File: src/rtl/tps_pkg.sv
package tps_pkg;
  localparam int REGW = 7;
  localparam int SUBW = 2;

  typedef logic [REGW-1:0] regnum_t;
  typedef logic [SUBW-1:0] subidx_t;
endpackage

File: src/rtl/tps_mask_sel.sv
module tps_mask_sel #(
  parameter int MAXVL = 16
) (
  input  logic             twin,
  input  logic [2:0]       pfield,
  input  logic [MAXVL-1:0] p9,
  input  logic [MAXVL-1:0] p10,
  input  logic [MAXVL-1:0] p11,
  output logic [MAXVL-1:0] smask,
  output logic [MAXVL-1:0] dmask,
  output logic             s_act,
  output logic             d_act
);
  logic [MAXVL-1:0] pick;

  always_comb begin
    unique case (pfield[2:1])
      2'b01:   pick = p9;
      2'b10:   pick = p10;
      default: pick = p11;
    endcase
  end

  always_comb begin
    if (twin) begin
      s_act = pfield[0];
      d_act = pfield[1];
      smask = s_act ? (pfield[2] ? ~p9  : p9)  : '1;
      dmask = d_act ? (pfield[2] ? ~p10 : p10) : '1;
    end else if (pfield[2:1] == 2'b00) begin
      s_act = 1'b0;
      d_act = 1'b0;
      smask = '1;
      dmask = '1;
    end else begin
      s_act = 1'b1;
      d_act = 1'b1;
      smask = pfield[0] ? pick : ~pick;
      dmask = smask;
    end
  end
endmodule

File: src/rtl/tps_first_set.sv
module tps_first_set #(
  parameter int N  = 16,
  parameter int IW = $clog2(N + 1)
) (
  input  logic [N-1:0]  vec,
  input  logic [IW-1:0] from,
  input  logic [IW-1:0] lim,
  output logic          found,
  output logic [IW-1:0] pos
);
  logic [N-1:0] elig;

  for (genvar g = 0; g < N; g++) begin : g_elig
    localparam logic [IW-1:0] GI = IW'(g);
    assign elig[g] = vec[g] && (GI >= from) && (GI < lim);
  end

  always_comb begin
    found = 1'b0;
    pos   = '0;
    for (int b = N - 1; b >= 0; b--) begin
      if (elig[b]) begin
        found = 1'b1;
        pos   = IW'(b);
      end
    end
  end
endmodule

File: src/rtl/twinpred_seq.sv
module twinpred_seq
  import tps_pkg::*;
#(
  parameter int MAXVL = 16,
  localparam int IW   = $clog2(MAXVL + 1)
) (
  input  logic                clk,
  input  logic                rst,
  input  logic                start,
  input  logic                twin,
  input  logic [2:0]          pfield,
  input  logic [SUBW-1:0]     svl,
  input  logic [IW-1:0]       vl,
  input  logic                src_vec,
  input  logic                dst_vec,
  input  logic [REGW-1:0]     src_base,
  input  logic [REGW-1:0]     dst_base,
  input  logic [MAXVL-1:0]    pr9,
  input  logic [MAXVL-1:0]    pr10,
  input  logic [MAXVL-1:0]    pr11,
  input  logic                stall,
  output logic                op_valid,
  output logic [REGW-1:0]     op_src,
  output logic [REGW-1:0]     op_dst,
  output logic [SUBW-1:0]     op_sub,
  output logic                op_done
);
  localparam logic [IW-1:0] END_IDX = IW'(MAXVL);

  // captured configuration
  logic             c_twin, c_sv, c_dv;
  logic [2:0]       c_pf;
  subidx_t          c_svl;
  logic [IW-1:0]    c_vl;
  regnum_t          c_sb, c_db;
  logic [MAXVL-1:0] c_p9, c_p10, c_p11;

  // loop state
  logic             busy;
  logic [IW-1:0]    si, di;   // next candidate group per side
  logic [IW-1:0]    gs, gd;   // group currently being issued
  subidx_t          k;        // next sub-element to issue

  logic [MAXVL-1:0] smask, dmask;
  logic             s_act, d_act, stop_after;
  logic             s_found, d_found;
  logic [IW-1:0]    s_pos, d_pos;

  tps_mask_sel #(.MAXVL(MAXVL)) u_mask (
    .twin(c_twin), .pfield(c_pf), .p9(c_p9), .p10(c_p10), .p11(c_p11),
    .smask(smask), .dmask(dmask), .s_act(s_act), .d_act(d_act)
  );

  tps_first_set #(.N(MAXVL), .IW(IW)) u_src_find (
    .vec(smask), .from(si), .lim(c_vl), .found(s_found), .pos(s_pos)
  );

  tps_first_set #(.N(MAXVL), .IW(IW)) u_dst_find (
    .vec(dmask), .from(di), .lim(c_vl), .found(d_found), .pos(d_pos)
  );

  assign stop_after = (s_act && !c_sv) || (d_act && !c_dv);

  function automatic regnum_t reg_of(input regnum_t base, input logic vec,
                                     input logic [IW-1:0] grp);
    return vec ? regnum_t'(base + regnum_t'(grp)) : base;
  endfunction

  always_ff @(posedge clk) begin
    if (rst) begin
      busy     <= 1'b0;
      op_valid <= 1'b0;
      op_done  <= 1'b0;
      op_src   <= '0;
      op_dst   <= '0;
      op_sub   <= '0;
      si       <= '0;
      di       <= '0;
      gs       <= '0;
      gd       <= '0;
      k        <= '0;
      c_twin   <= 1'b0;
      c_sv     <= 1'b0;
      c_dv     <= 1'b0;
      c_pf     <= '0;
      c_svl    <= '0;
      c_vl     <= '0;
      c_sb     <= '0;
      c_db     <= '0;
      c_p9     <= '0;
      c_p10    <= '0;
      c_p11    <= '0;
    end else if (!busy) begin
      if (!stall) begin
        op_valid <= 1'b0;
        op_done  <= 1'b0;
      end
      if (start) begin
        busy   <= 1'b1;
        c_twin <= twin;
        c_pf   <= pfield;
        c_svl  <= svl;
        c_vl   <= vl;
        c_sv   <= src_vec;
        c_dv   <= dst_vec;
        c_sb   <= src_base;
        c_db   <= dst_base;
        c_p9   <= pr9;
        c_p10  <= pr10;
        c_p11  <= pr11;
        si     <= '0;
        di     <= '0;
        k      <= '0;
      end
    end else if (!stall) begin
      if (k == '0) begin
        if (!s_found || !d_found) begin
          op_valid <= 1'b0;
          op_done  <= 1'b1;
          busy     <= 1'b0;
        end else begin
          op_valid <= 1'b1;
          op_src   <= reg_of(c_sb, c_sv, s_pos);
          op_dst   <= reg_of(c_db, c_dv, d_pos);
          op_sub   <= '0;
          gs       <= s_pos;
          gd       <= d_pos;
          if (c_svl == '0) begin
            si <= stop_after ? END_IDX : s_pos + 1'b1;
            di <= stop_after ? END_IDX : d_pos + 1'b1;
          end else begin
            k <= subidx_t'(1);
          end
        end
      end else begin
        op_valid <= 1'b1;
        op_sub   <= k;
        if (k == c_svl) begin
          k  <= '0;
          si <= stop_after ? END_IDX : gs + 1'b1;
          di <= stop_after ? END_IDX : gd + 1'b1;
        end else begin
          k <= k + 1'b1;
        end
      end
    end
  end
endmodule

File: config.mk
export PLATFORM = sky130hd
export DESIGN_NAME = twinpred_seq
export DESIGN_NICKNAME = d
export VERILOG_FILES = /design/src/rtl/tps_pkg.sv /design/src/rtl/tps_mask_sel.sv /design/src/rtl/tps_first_set.sv /design/src/rtl/twinpred_seq.sv
export SDC_FILE = /design/constraint.sdc
export NUM_CORES = 1
export LEC_CHECK = 0
export ABC_AREA = 1
export BUFFER_PORTS_ARGS = -buffer_cell sky130_fd_sc_hd__buf_4
export CAP_MARGIN = 25
export CORE_MARGIN = 4
export CORE_UTILIZATION = 60
export DETAILED_ROUTE_END_ITERATION = 6
export GPL_TIMING_DRIVEN = 0
export PLACE_DENSITY = 0.83
export SETUP_SLACK_MARGIN = 0.3
export SYNTH_ARGS = -nofsm -noshare
export SYNTH_HDL_FRONTEND = slang
export SYNTH_SLANG_ARGS = --single-unit
File: constraint.sdc
create_clock -name clk -period 6.22 [get_ports clk]
set_input_delay 1.244 -clock clk [delete_from_list [all_inputs] [get_ports clk]]
set_output_delay 1.244 -clock clk [all_outputs]
set_load 0.01 [all_outputs]
==> reports/metrics.cfg, run 1 <==
[power]
combPwrFrac_pct = 26.5
p_per_area_nw_per_um2 = 298
power_leakage_nw = 3.74
ir_drop_uv = 276
swShare_pct = 33.9
pwr-share-clk_pct = 39.4
p_int_w = 0.00164
power_frac_seq_pct = 34.1
switching_power_w = 0.000839

[worst_setup_path]
crit_end = op_dst[4]$_SDFFE_PP0P_
cp-start-kind = register
cp.arrival_ns = 4.97
critPathKind = reg -> reg
reg2reg_depth = 32
crit_cells = 32
worstSetupEndpointType = register
worstReg2RegStart = c_pf[2]$_SDFFE_PP0P_
slowest_stage = a21boi_1
crit_path_max_fanout = 11
regToRegEndpoint = op_dst[4]$_SDFFE_PP0P_
path_buf_inv = 7
cpLargestDelayFamily = compound AO/OA/AOI/OAI gates
cp_common_cell = nand2_1
cp_data_required_time_ns = 6.54
cpPeakStageDelay_ns = 0.38
startpoint = c_pf[2]$_SDFFE_PP0P_
r2r_slack_ns = 1.56

[place]
place_area_um2 = 7710
gpl.final_weighted_congestion = 1.03
hpwl_um = 16600
io_buffers = 95

[clock_network]
cts_hold_buf = 0
cts_buffer_depth = 2
numClockSinks = 114
clk_latency_ns = 0.42
post_cts_buffers = 0
cts_root_buf = clkbuf_16
htreeDepth = 4
path_clk_slew_ns = 0.06
cts_made_buffers = 17
cts_resized = 0
cts_tree = done

[outcome]
outcome = finished clean

[die]
die_h_um = 115
dieArea_um2 = 13100
boundaryPins = 97
die_x_um = 115
initial_utilization_pct = 62.1
core_area_um2 = 11000
rows = 38

[sta]
tightest_slew_ns = 0.722
hold_viol = 0
skew_ns = 0.00715
rsz0062_at_grt = false
fin_crit_ns = 4.66
period_share_pct = 74.9
drv_slew = 0
fmax_mhz = 215
fin_setup_tns_ns = 0
setup_viol = 0
slew_headroom_pct = 51.9

[final_layout]
num-nets-final = 1228
diodes = 0
final_common_cell = nand2_1
fin_area_um2 = 8300
drive_gt1_share_pct = 16.1
areaGrowthSynthToFinish_pct = 21.7
layout_common_cells = nand2_1, o21ai_0, nor2_1

[job]
drv_cap = 0

[worst_hold_path]
holdCritPathClass = reg -> reg
worstHoldStart = op_sub[1]$_SDFFE_PP0P_

[routing]
routedWlPerCell_um = 17.3
drtPass1Iterations = 6
wirelength_um = 22200
routed_via_density = 5.93
drc_errors = 0
drt_first_iter_violations = 762
vias = 7609
antenna_left = 0

[logic_synthesis]
syn_nets = 1114
synthCells = 1017
async_reset_ff_share_pct = 0
synth_top_flop_cell = dfxtp_1
syn_avg_cell_area_um2 = 6.71
synth.distinct_cells = 46
ys_warn_count = 0
synth_area_um2 = 6820
yosysSeqAreaShare_pct = 33.5
synth-edff-count = 0
ys_ff_latch = 114

[global_routing]
grt_pass1_wl_um = 34900
grt_pass1_vias = 6950
grt_max_degree = 17
antenna_found_initial = 0
grt_util_all_layers_pct = 34.3
grt.overflow.total = 0

power groups by stage:
stage	clock, W	combinational (W)	sequential (W)
floorplan	0	0.000452	0.000840
global placement	0	0.000620	0.000853
detailed placement	0	0.000632	0.000855
CTS	0.000970	0.000641	0.000841
global route	0.00101	0.000730	0.000848
finish	0.000975	0.000656	0.000844
worst min-delay path by stage:
| stage | endpoint | slack [ns] | cells after the start |
|---|---|---|---|
| global route | op_sub[1]$_SDFFE_PP0P_ | 0.49 | 2 |
| global placement | op_valid$_SDFFE_PP0N_ | 0.44 | 2 |
| detailed placement | op_sub[0]$_SDFFE_PP0P_ | 0.45 | 2 |
| CTS | op_valid$_SDFFE_PP0N_ | 0.46 | 2 |
| floorplan | c_p11[4]$_SDFFE_PP0P_ | 0.42 | 2 |
| finish | op_sub[1]$_SDFFE_PP0P_ | 0.46 | 2 |
cell families (layout without fill, tap and decap cells):
kind of cell	Yosys count	in the layout	share of synthesized area, %
and+or+nand+nor	397	397	25.5
xor gates and xnor gates	26	26	3.34
adders and majority gates	18	18	3.52
AOI/OAI and AO/OA	308	308	24.0
DFF	114	114	33.5
buffers and inverters	148	275	9.25
muxes	6	6	0.881
tightest hold or removal path, cell delays in order (launching register included):
cell     delay, ns
dfxtp_1       0.30
nand2_1       0.06
a21oi_1       0.05
state kept, by name, indices dropped and copies added (netlist names), 2 cells and up:
register / flops
c_vl: 5
c_sb: 7
gd: 4
c_p10: 16
gs: 4
op_dst: 7
di: 5
c_pf: 3
c_db: 7
k: 2
op_sub: 2
si: 5
op_src: 7
c_svl: 2
c_p11: 16
c_p9: 16
final cells by class:
class / instances / area [um2]
multi-input cells: 755 / 3910
clock buffers: 20 / 457
repair buffers: 95 / 713
fillers: 904 / 2690
clock inverters: 12 / 134
well taps: 140 / 175
inverters: 95 / 367
flip-flops and latches: 114 / 2280
plain buffers: 53 / 264
per-layer routing:
metal / global-route usage, % / vias to the layer above / routed length (um)
met4: 14.3 / 0 / 784
met1: 47.4 / 3432 / 9340
met3: 8.56 / 67 / 2540
li1: - / 3649 / -
met5: 0 / - / 0
met2: 51.0 / 461 / 9490
synthesized netlist by cell type (5+ instances only):
cell type | instances | area share, %
o22ai_1 | 8 | 0.73
xor2_1 | 22 | 2.8
inv_2 | 7 | 0.39
dfxtp_1 | 114 | 33
nor2_1 | 117 | 6.4
a21oi_1 | 115 | 8.4
nand4_1 | 23 | 2.1
inv_1 | 85 | 4.7
nor3_1 | 13 | 0.95
o21ai_0 | 129 | 9.5
clkbuf_1 | 34 | 1.9
nand3_1 | 39 | 2.9
o211ai_1 | 6 | 0.66
nand2_1 | 175 | 9.6
nor2_2 | 7 | 0.64
mux2i_1 | 6 | 0.88
ha_1 | 16 | 2.9
a31oi_1 | 10 | 0.92
o21ai_1 | 19 | 1.4
buf_2 | 10 | 0.73
buf_6 | 5 | 0.83
through the flow:
step	hold slack, ns	power (W)	worst slack (ns)	utilization, %	cells
after global placement	0.443	0.00147	1.86	70.2	1252
final	0.458	0.00248	1.56	75.6	1284
after floorplan	0.425	0.00129	2.45	-	1017
after CTS	0.462	0.00245	1.72	75.6	1284
after global routing	0.489	0.00259	1.13	75.6	1284
after detailed placement	0.454	0.00149	1.77	70.2	1252
(Power assumes the default switching activity.)
==> run 2: changes to the inputs <==
--- a/config.mk
+++ b/config.mk
@@ -5,14 +5,14 @@
 export SDC_FILE = /design/constraint.sdc
 export NUM_CORES = 1
 export LEC_CHECK = 0
-export ABC_AREA = 1
+export ABC_AREA = 0
 export BUFFER_PORTS_ARGS = -buffer_cell sky130_fd_sc_hd__buf_4
 export CAP_MARGIN = 25
 export CORE_MARGIN = 4
-export CORE_UTILIZATION = 60
+export CORE_UTILIZATION = 53
 export DETAILED_ROUTE_END_ITERATION = 6
 export GPL_TIMING_DRIVEN = 0
-export PLACE_DENSITY = 0.83
+export PLACE_DENSITY = 0.77
 export SETUP_SLACK_MARGIN = 0.3
 export SYNTH_ARGS = -nofsm -noshare
 export SYNTH_HDL_FRONTEND = slang
==> constraint.sdc (replaced) <==
create_clock -name clk -period 3.9 [get_ports clk]
set_input_delay 0.78 -clock clk [delete_from_list [all_inputs] [get_ports clk]]
set_output_delay 0.78 -clock clk [all_outputs]
set_load 0.01 [all_outputs]
==> run 2 against run 1 <==
The flow now finishes with violations (negative setup slack). Critical path type unchanged. Die area is 15% higher. Setup slack worse by 1.9 ns. Cell count hardly changed. Clock-buffer cell count is 1 higher. Worst hold slack better by 0.0029 ns. Via count is 5.0% higher. Sequential cell count stayed put. Critical endpoint is now si[4]$_SDFFE_PP0P_. Largest cell class unchanged. Register-to-register slack worse by 1.9 ns. Non-clock buffer count is 90 higher. Global-route usage is 0.65 points lower.
==> reports/metrics.cfg, run 2 <==
[global_routing]
grt_max_degree = 17
antenna_found_initial = 0
grt_pass1_wl_um = 38800
grt_pass1_vias = 7318
grt.overflow.total = 0
grt_util_all_layers_pct = 33.7

[worst_setup_path]
slowest_stage = or4_4
cp.arrival_ns = 4.61
cp_data_required_time_ns = 4.23
cpPeakStageDelay_ns = 0.47
critPathKind = reg -> reg
startpoint = c_pf[2]$_SDFFE_PP0P_
path_cells = buf_6 > buf_12 > buf_12 > inv_6 > ha_4 > or4b_4 > buf_8 > mux2i_1 > or3_4 > or4_4 > o211ai_1 > nand2_1 > a21o_1 > buf_4 > buf_4 > a31oi_1 > ha_1 > nand4_1 > a311o_1 > a21oi_1
cp-start-kind = register
worstReg2RegStart = c_pf[2]$_SDFFE_PP0P_
crit_path_max_fanout = 5
worstSetupEndpointType = register

[clock_network]
cts_root_buf = clkbuf_16
cts_tree = done
numClockSinks = 114
path_clk_slew_ns = 0.06
cts_made_buffers = 17
cts_hold_buf = 0
clk_latency_ns = 0.43
htreeDepth = 4
cts_buffer_depth = 2

[sta]
skew_ns = 0.0114
slew_headroom_pct = 44.6
tightest_slew_ns = 0.831
setup_viol = 34
hold_viol = 0
period_share_pct = 110
rsz0062_at_grt = true
fmax_mhz = 234
worst_slack_ns = -0.376
drv_slew = 0
fin_crit_ns = 4.28

[routing]
wl_met1_um = 11000
drc_errors = 0
antenna_left = 0
wirelength_um = 27000
routed_via_density = 6.23
drt_first_iter_violations = 1040
vias = 7989
drtPass1Iterations = 7
route.met2.wl_um = 11700
routedWlPerCell_um = 21.0
dr_wl_met3_um = 3210
top_layer_used = met4

[logic_synthesis]
yosys.area_share.simple_pct = 25.7
async_reset_ff_share_pct = 0
synth_area_um2 = 7010
ys_warn_count = 0
synth_top_area_share_pct = 32.6
synthAdderAreaFrac_pct = 3.43
synth_most_common_cell = nand2_1
synth_top_family_by_area = simple AND/OR/NAND/NOR gates
ys_ff_latch = 114
synth-edff-count = 0
synth.distinct_cells = 75
syn_avg_cell_area_um2 = 7.68
yosys.area.top_type = dfxtp_1
syn_nets = 1009
synth_top_flop_cell = dfxtp_1
synth_compound_area_share_pct = 23.4
synthCells = 912
synth.area.top_cells = dfxtp_1, nand2_1, a21oi_1
yosysSeqAreaShare_pct = 32.6
synth_mux_area_share_pct = 3.46
ys_top_cells_by_count = nand2_1, dfxtp_1, a21oi_1, nor2_1, clkbuf_1
synth_xor_area_share_pct = 6.62

[worst_hold_path]
worstHoldStart = op_valid$_SDFFE_PP0N_
holdCritPathClass = reg -> reg

[power]
total_power_w = 0.00436
swShare_pct = 31.3
combPwrFrac_pct = 29.0
power_frac_seq_pct = 30.1
switching_power_w = 0.00136
ir_drop_uv = 297
power_leakage_nw = 3.90
p_per_area_nw_per_um2 = 431
pwr-share-clk_pct = 40.9
p_int_w = 0.00300

[final_layout]
final_common_cell = nand2_1
num-nets-final = 1194
final_util_pct = 79.4
layout_common_cells = nand2_1, buf_4, dfxtp_1
top_regs = c_p10 x16, c_p11 x16, c_p9 x16
fin_area_um2 = 10100
finalNonFillerCells = 1283
drive_gt1_share_pct = 31.2
areaGrowthSynthToFinish_pct = 44.7

[place]
gpl.final_weighted_congestion = 0.970
io_buffers = 96
place_area_um2 = 8110
place_inst = 1180
hpwl_um = 17400

[die]
die_x_um = 123
core_area_um2 = 12800
boundaryPins = 97
dieArea_um2 = 15100
initial_utilization_pct = 54.9
die_h_um = 123
rows = 41

[job]
drv_cap = 0

[outcome]
outcome = finished with violations
violations = negative setup slack

-- run 2: changes by cell type in the layout (fill, tap and decap cells not counted), sizes merged, moves of 12 or more --
cell,before,now
o21ai,151,18
inv,95,8
buf,114,186
nor2,125,63
xnor2,4,32
nand3,44,17
a211oi,3,27
nand2b,0,23
clkbuf,54,73
a22oi,2,20
mux2i,6,22
nand4,23,8
nor2b,0,12
-- run 2: metrics by stage --
step | worst slack, ns | hold WS [ns] | TNS [ns]
3_5_place_dp | -1.07 | 0.453 | -21.79
6_report | -0.376 | 0.461 | -5.88
2_1_floorplan | -0.0623 | 0.445 | -0.0715
3_3_place_gp | -1.29 | 0.446 | -26.30
4_1_cts | -0.220 | 0.463 | -1.66
5_1_grt | -0.439 | 0.488 | -9.21
-- run 2: layer usage --
layer,vias up,track usage [%]
met4,0,13.7
li1,3608,-
met3,102,10.3
met1,3748,45.6
met5,-,0
met2,531,50.0
-- run 2: final cells by class --
type | instances | area, um2
Buffer | 72 | 473
Tap cell | 172 | 215
Timing Repair Buffer | 166 | 1340
Multi-Input combinational cell | 720 | 5120
Sequential cell | 114 | 2280
Clock inverter | 11 | 199
Inverter | 6 | 27.5
Clock buffer | 21 | 470
Fill cell | 838 | 2640
Antenna cell | 1 | 2.50
-- run 2: final timing paths --
check | to | slack (ns) | depth (start not counted)
worst max-delay path | si[4]$_SDFFE_PP0P_ | -0.38 | 20
worst min-delay path | op_valid$_SDFFE_PP0N_ | 0.46 | 2
worst max register to register | si[4]$_SDFFE_PP0P_ | -0.38 | 20
worst min register to register | op_valid$_SDFFE_PP0N_ | 0.46 | 2
-- run 2: logic make-up after synthesis --
| family | count (synthesis) |
|---|---|
| simple gates | 372 |
| compound gates | 253 |
| mux | 24 |
| buf+inv | 78 |
| flops | 114 |
| xor+xnor | 53 |
| fa+ha+maj | 18 |
-- run 2: repair_timing --
item / CTS / global route
cloned: 5 / 0
setup buffers: 41 / 24
pin swaps: 61 / 54
resized for setup: 102 / 67
endpoints found under the setup margin: 39 / 39
-- run 2: worst max-delay path: cells and delay by family (launching register included) --
family / cells / cell delay [ns]
simple gates: 5 / 1.29
fa+ha+maj: 2 / 0.46
flops: 1 / 0.32
compound gates: 5 / 1.20
mux: 1 / 0.09
buf+inv: 7 / 0.82
-- run 2: power groups by stage --
stage	logic, W	registers (W)	clock network (W)
3_3_place_gp	0.000873	0.00132	0
6_report	0.00127	0.00131	0.00179
2_1_floorplan	0.000620	0.00131	0
5_1_grt	0.00134	0.00132	0.00183
4_1_cts	0.00110	0.00130	0.00178
3_5_place_dp	0.000891	0.00133	0
